===== src/rtl/acc_alu8_pkg.sv =====
package acc_alu8_pkg;

   typedef enum logic [3:0] {
      OP_ADD = 4'd0,
      OP_ADC = 4'd1,
      OP_SUB = 4'd2,
      OP_CMP = 4'd3,
      OP_AND = 4'd4,
      OP_OR  = 4'd5,
      OP_XOR = 4'd6,
      OP_NOT = 4'd7,
      OP_ROL = 4'd8,
      OP_ROR = 4'd9,
      OP_DAA = 4'd10,
      OP_LDA = 4'd11
   } alu_op_e;

   localparam int FLAG_W = 5;

   typedef struct packed {
      logic sign;
      logic zero;
      logic aux;
      logic par;
      logic cy;
   } flags_t;

endpackage


===== src/rtl/acc_alu8_addsub.sv =====
module acc_alu8_addsub #(
   parameter int DATA_W      = 8,
   parameter bit SPLIT_ADDER = 1'b1
) (
   input  logic [DATA_W-1:0] a_i,
   input  logic [DATA_W-1:0] b_i,
   input  logic              cin_i,
   input  logic              sub_i,
   output logic [DATA_W-1:0] sum_o,
   output logic              cy_o,
   output logic              aux_o
);
   localparam int LO_W = 4;
   localparam int HI_W = DATA_W - LO_W;

   logic [DATA_W-1:0] b_eff;
   logic              c_in;
   logic              c_mid;
   logic              c_top;

   assign b_eff = sub_i ? ~b_i : b_i;
   assign c_in  = sub_i ? ~cin_i : cin_i;

   generate
      if (SPLIT_ADDER) begin : g_split
         logic [LO_W:0] lo_sum;
         logic [HI_W:0] hi_sum;
         assign lo_sum = {1'b0, a_i[LO_W-1:0]} + {1'b0, b_eff[LO_W-1:0]}
                       + {{LO_W{1'b0}}, c_in};
         assign hi_sum = {1'b0, a_i[DATA_W-1:LO_W]} + {1'b0, b_eff[DATA_W-1:LO_W]}
                       + {{HI_W{1'b0}}, lo_sum[LO_W]};
         assign sum_o  = {hi_sum[HI_W-1:0], lo_sum[LO_W-1:0]};
         assign c_mid  = lo_sum[LO_W];
         assign c_top  = hi_sum[HI_W];
      end else begin : g_flat
         logic [DATA_W:0] full;
         assign full  = {1'b0, a_i} + {1'b0, b_eff} + {{DATA_W{1'b0}}, c_in};
         assign sum_o = full[DATA_W-1:0];
         assign c_mid = a_i[LO_W] ^ b_eff[LO_W] ^ full[LO_W];
         assign c_top = full[DATA_W];
      end
   endgenerate

   assign cy_o  = sub_i ? ~c_top : c_top;
   assign aux_o = sub_i ? ~c_mid : c_mid;
endmodule


===== src/rtl/acc_alu8_bitops.sv =====
module acc_alu8_bitops import acc_alu8_pkg::*; #(
   parameter int DATA_W = 8
) (
   input  logic [DATA_W-1:0] a_i,
   input  logic [DATA_W-1:0] b_i,
   input  logic [3:0]        op_i,
   output logic [DATA_W-1:0] res_o,
   output logic              wrap_o
);
   always_comb begin
      res_o  = a_i;
      wrap_o = 1'b0;
      case (op_i)
         OP_AND: res_o = a_i & b_i;
         OP_OR:  res_o = a_i | b_i;
         OP_XOR: res_o = a_i ^ b_i;
         OP_NOT: res_o = ~a_i;
         OP_ROL: begin
            res_o  = {a_i[DATA_W-2:0], a_i[DATA_W-1]};
            wrap_o = a_i[DATA_W-1];
         end
         OP_ROR: begin
            res_o  = {a_i[0], a_i[DATA_W-1:1]};
            wrap_o = a_i[0];
         end
         default: ;
      endcase
   end
endmodule


===== src/rtl/acc_alu8_decadj.sv =====
module acc_alu8_decadj #(
   parameter int DATA_W = 8
) (
   input  logic [DATA_W-1:0] a_i,
   input  logic              aux_i,
   input  logic              cy_i,
   output logic [DATA_W-1:0] res_o,
   output logic              aux_o,
   output logic              cy_o
);
   localparam logic [3:0]        DIGIT_MAX = 4'd9;
   localparam logic [DATA_W-1:0] LO_FIX    = DATA_W'(8'h06);
   localparam logic [DATA_W-1:0] HI_FIX    = DATA_W'(8'h60);

   logic              lo_big;
   logic              lo_fix;
   logic [DATA_W:0]   mid;
   logic              hi_fix;

   assign lo_big = a_i[3:0] > DIGIT_MAX;
   assign lo_fix = lo_big | aux_i;
   assign mid    = {1'b0, a_i} + {1'b0, (lo_fix ? LO_FIX : '0)};
   assign aux_o  = lo_fix & lo_big;
   assign hi_fix = (mid[7:4] > DIGIT_MAX) | cy_i | mid[DATA_W];
   assign res_o  = mid[DATA_W-1:0] + (hi_fix ? HI_FIX : '0);
   assign cy_o   = hi_fix;
endmodule


===== src/rtl/acc_alu8.sv =====
module acc_alu8 import acc_alu8_pkg::*; #(
   parameter int                DATA_W      = 8,
   parameter logic [DATA_W-1:0] RESET_ACC   = '0,
   parameter bit                SPLIT_ADDER = 1'b1
) (
   input  logic              clk,
   input  logic              rst_n,
   input  logic              en_i,
   input  logic [3:0]        op_i,
   input  logic [DATA_W-1:0] opnd_i,
   output logic [DATA_W-1:0] acc_o,
   output logic [FLAG_W-1:0] flags_o
);
   generate
      if (DATA_W != 8) begin : g_bad_width
         $error("acc_alu8: decimal adjust needs a two-digit datapath, DATA_W must be 8");
      end
   endgenerate

   logic [DATA_W-1:0] acc_q, acc_d;
   flags_t            flag_q, flag_d;

   logic [DATA_W-1:0] as_sum, bo_res, da_res, res_w;
   logic              as_cy, as_aux, bo_wrap, da_aux, da_cy;
   logic              is_sub, as_cin, szp_upd;
   logic [DATA_W:0]   par_chain;

   assign is_sub = (op_i == OP_SUB) || (op_i == OP_CMP);
   assign as_cin = (op_i == OP_ADC) && flag_q.cy;

   acc_alu8_addsub #(.DATA_W(DATA_W), .SPLIT_ADDER(SPLIT_ADDER)) u_addsub (
      .a_i   (acc_q),
      .b_i   (opnd_i),
      .cin_i (as_cin),
      .sub_i (is_sub),
      .sum_o (as_sum),
      .cy_o  (as_cy),
      .aux_o (as_aux)
   );

   acc_alu8_bitops #(.DATA_W(DATA_W)) u_bitops (
      .a_i    (acc_q),
      .b_i    (opnd_i),
      .op_i   (op_i),
      .res_o  (bo_res),
      .wrap_o (bo_wrap)
   );

   acc_alu8_decadj #(.DATA_W(DATA_W)) u_decadj (
      .a_i   (acc_q),
      .aux_i (flag_q.aux),
      .cy_i  (flag_q.cy),
      .res_o (da_res),
      .aux_o (da_aux),
      .cy_o  (da_cy)
   );

   // result seen by the sign/zero/parity logic
   always_comb begin
      res_w = acc_q;
      case (op_i)
         OP_ADD, OP_ADC, OP_SUB, OP_CMP: res_w = as_sum;
         OP_AND, OP_OR, OP_XOR:          res_w = bo_res;
         OP_DAA:                         res_w = da_res;
         default: ;
      endcase
   end

   assign par_chain[0] = 1'b1;
   generate
      for (genvar gi = 0; gi < DATA_W; gi++) begin : g_par
         assign par_chain[gi+1] = par_chain[gi] ^ res_w[gi];
      end
   endgenerate

   always_comb begin
      acc_d   = acc_q;
      flag_d  = flag_q;
      szp_upd = 1'b0;
      case (op_i)
         OP_ADD, OP_ADC, OP_SUB: begin
            acc_d      = as_sum;
            flag_d.cy  = as_cy;
            flag_d.aux = as_aux;
            szp_upd    = 1'b1;
         end
         OP_CMP: begin
            flag_d.cy  = as_cy;
            flag_d.aux = as_aux;
            szp_upd    = 1'b1;
         end
         OP_AND, OP_OR, OP_XOR: begin
            acc_d      = bo_res;
            flag_d.cy  = 1'b0;
            flag_d.aux = 1'b0;
            szp_upd    = 1'b1;
         end
         OP_NOT: acc_d = bo_res;
         OP_ROL, OP_ROR: begin
            acc_d     = bo_res;
            flag_d.cy = bo_wrap;
         end
         OP_DAA: begin
            acc_d      = da_res;
            flag_d.cy  = da_cy;
            flag_d.aux = da_aux;
            szp_upd    = 1'b1;
         end
         OP_LDA: acc_d = opnd_i;
         default: ;
      endcase
      if (szp_upd) begin
         flag_d.sign = res_w[DATA_W-1];
         flag_d.zero = (res_w == '0);
         flag_d.par  = par_chain[DATA_W];
      end
   end

   always_ff @(posedge clk) begin
      if (!rst_n) begin
         acc_q  <= RESET_ACC;
         flag_q <= '0;
      end else if (en_i) begin
         acc_q  <= acc_d;
         flag_q <= flag_d;
      end
   end

   assign acc_o   = acc_q;
   assign flags_o = flag_q;
endmodule


===== config.mk =====
export PLATFORM = sky130hd
export DESIGN_NAME = acc_alu8
export DESIGN_NICKNAME = d
export VERILOG_FILES = /design/src/rtl/acc_alu8_pkg.sv /design/src/rtl/acc_alu8_addsub.sv /design/src/rtl/acc_alu8_bitops.sv /design/src/rtl/acc_alu8_decadj.sv /design/src/rtl/acc_alu8.sv
export SDC_FILE = /design/constraint.sdc
export NUM_CORES = 1
export LEC_CHECK = 0
export BUFFER_PORTS_ARGS = -buffer_cell sky130_fd_sc_hd__buf_2
export CORE_AREA = 2 2 102 104
export DETAILED_ROUTE_END_ITERATION = 16
export DIE_AREA = 0 0 104 106
export GPL_ROUTABILITY_DRIVEN = 0
export HOLD_SLACK_MARGIN = 0.03
export REMOVE_ABC_BUFFERS = 1
export SKIP_CTS_REPAIR_TIMING = 1
export SYNTH_ARGS = -nofsm -noshare
export SYNTH_HDL_FRONTEND = slang
export SYNTH_HIERARCHICAL = 1
export SYNTH_SLANG_ARGS = --single-unit

===== constraint.sdc =====
create_clock -name clk -period 10.8 [get_ports clk]
set_input_delay 0.54 -clock clk [delete_from_list [all_inputs] [get_ports clk]]
set_output_delay 0.54 -clock clk [all_outputs]
set_load 0.01 [all_outputs]

==> flow_summary_export.csv <==
group,metric,value,unit
run_status,status,"completed",
placed_design,placed_area,2800,sq um
worst_setup_path,crit_buf_inv,3,
placed_design,dpl_worst_slack,5450,ps
sta,tightest_slew,693,ps
route,wl_per_cell,16.1,microns
sta,rsz0062_at_grt,"no",
sta,period_needed,5100,ps
layout,finish.utilization,28.5,%
die,ios,28,
sta,relSlewSlack,53.7,%
grt,busiest_layer,"met2",
layout,layout.cells.non_filler,472,
cts,clockRootBuffer,"clkbuf_8",
placed_design,port_buffers,27,
cts,tritoncts.num_buffers,3,
layout,n_antenna_cell,0,
grt,antenna_found_initial,0,
route,num_vias,2464,
power,p_per_area,81.6,nW/um^2
die,std_cell_rows,37,
die,dieArea,11000,sq um
power,clkPwrFrac,19.3,%
sta,hold_viol_final,0,
worst_setup_path,cp_max_fo,12,
power,finalPower,232,uW
power,leakage,1.25,nW
route,antenna_left,0,
cts,clockBufferDepth,2,
synth,synth_top_area_share,14.4,%
grt,use_met2,23.6,%
layout,final_common_cell,"inv_1",
die,start_util,26.1,%
power,intPower,134,uW
cts,h-tree-depth,1,
route,viasPerCell,5.22,
worst_setup_path,cp_slowest_cell,"and2_1",
synth,synth_area_leaders,"ha_1 (14%), dfxtp_1 (10%), inv_1 (5.6%)",
power,switching_share,42.4,%
placed_design,dp_cells,468,
sta,drv_slew,0,
cts,clk_pin_slew,60,ps
power,pwr-share-seq,27.5,%
flow_run,drv_cap,0,
die,die_w,104,microns
grt,grt_pass1_wl,12400,microns
sta,whs,523,ps
layout,layout_common_cells,"inv_1 (39), ha_1 (30), buf_2 (27)",
sta,finalCritPeriodShare,47.2,%
worst_setup_path,critPathLaunchType,"primary input",
power,power.switching,98.5,uW
min_path,hold_path_class,"reg -> reg",
route,drt_iter0_drc,183,
synth,yosysTopAreaCell,"ha_1",
synth,synth.distinct_cells,69,
worst_setup_path,slowest_delay,580,ps
route,drtPass1Iterations,6,
die,coreArea,10000,sq um
synth,ys_ff_latch,13,
synth,ys_async_sr_fraction,0,%
power,irDropWorstVdd,36.9,uV
worst_setup_path,crit_chain,"buf_2 > inv_1 > ha_1 > and2_1 > xnor2_1 > fa_1 > fa_1 > nand2b_1 > o2bb2ai_1 > fa_1 > inv_1 > a31oi_1 > xnor2_1 > and2_1 > a221o_1 > mux2i_1 > xnor3_1 > xnor3_1 > a21oi_1",
grt,grt_util_met1,17.9,%
synth,synthCells,323,
sta,fin_setup_tns,0,ps
synth,synth_area,2610,sq um
layout,fin_area,2850,sq um
synth,yosys_warnings,6,
layout,fin_nets,388,
synth,synth_edf_count,0,
placed_design,dp_hpwl,5700,microns
layout,drive_above_1_share,15.2,%
worst_setup_path,crit_family,"adder cells",
grt,use_met3,1.84,%
die,die_y,106,microns
grt,grt_pass1_vias,2489,
cts,clk_latency,250,ps
worst_setup_path,critPathMostFrequentCell,"fa_1",
synth,synth_ff_type,"dfxtp_1",
power,p_comb_share,53.2,%
sta,fin_ws,5700,ps
cts,clock_sinks,13,
grt,overflow,0,
sta,setup_violations,0,
worst_setup_path,crit_required,10980,ps
route,drc,0,
sta,fmax,196,MHz
synth,syn_area_per_cell,8.07,sq um
worst_setup_path,critPathKind,"in -> reg",
worst_setup_path,worstPathArrival,5280,ps
grt,grt.total_usage,13.8,%
cts,cts_tree,"yes",
route,totalWireLength,7600,microns
layout,area_delta_synth_final,9.17,%
grt,grt_max_degree,33,
sta,clock_skew,3.56,ps
synth,seq_area_frac_synth,9.99,%
worst_setup_path,endpoint_kind,"register",
worst reg2reg max path, cell delays in order, from the launching register on:
cell     delay, ps
dfxtp_1        500
o21a_1         280
or2_2          320
ha_1           230
fa_1           520
nor2b_1        190
mux2_4         290
a32o_1         290
ha_1           180
inv_1           60
fa_1           170
xnor2_1        130
xnor2_1        130
a221o_1        330
mux2i_1        220
xnor3_1        440
xnor3_1        180
a21oi_1        130
power groups by stage:
stage	Sequential, mW	Clock [mW]	Combinational, mW
finish	0.0639	0.0447	0.123
global route	0.0651	0.0489	0.137
global placement	0.0647	0	0.120
CTS	0.0641	0.0466	0.122
detailed placement	0.0651	0	0.122
floorplan	0.0622	0	0.0873
Yosys cell counts (all sizes together), types with 6 or more instances:
master / n
xor2: 10
xnor2: 13
nand2: 13
mux2i: 7
nor2b: 13
clkbuf: 10
fa: 6
nand3: 6
nor2: 24
mux2: 6
a211oi: 6
ha: 30
a21oi: 20
a222oi: 10
o21ai: 13
buf: 10
inv: 39
dfxtp: 13
registers in the layout (all words and copies together), names as in the netlist:
signal,count
acc_o,8
flags_o,5
kinds of logic (layout without fill, tap and decap cells):
logic type	after synthesis	after routing	synth area share [%]
DFF	13	13	9.99
xor gates and xnor gates	25	25	9.46
and+or+nand+nor	83	83	17.7
buffers and inverters	59	72	10.5
AOI/OAI and AO/OA	92	92	25.9
adders and majority gates	36	36	19.0
muxes	15	15	7.44
worst paths after layout:
kind              cells after the start                    start                       to  slack, ps
setup / recovery                     19                  op_i[3]  flags_o[1]$_SDFFE_PN0P_       5700
hold / removal                        2  flags_o[2]$_SDFFE_PN0P_  flags_o[2]$_SDFFE_PN0P_        520
setup reg to reg                     17    acc_o[2]$_SDFFE_PN0P_  flags_o[1]$_SDFFE_PN0P_       6130
hold reg to reg                       2  flags_o[2]$_SDFFE_PN0P_  flags_o[2]$_SDFFE_PN0P_        520
area by class of cell:
class                   instances  area, sq um
clock inverters                 1         5.00
flip-flops and latches         13          260
inverters                      39          146
fillers                      1101         7150
well taps                     136          170
repair buffers                 29          150
multi-input cells             251         2070
clock buffers                   3         41.3
per-layer routing:
| metal | part of all wire (%) | wire [microns] | vias up |
|---|---|---|---|
| li1 | - | - | 1184 |
| met1 | 42 | 3230 | 1165 |
| met2 | 48 | 3640 | 103 |
| met3 | 7.3 | 555 | 12 |
| met4 | 2.3 | 176 | 0 |
| met5 | 0 | 0 | - |
Note: power is estimated with default switching activity, not from simulation.
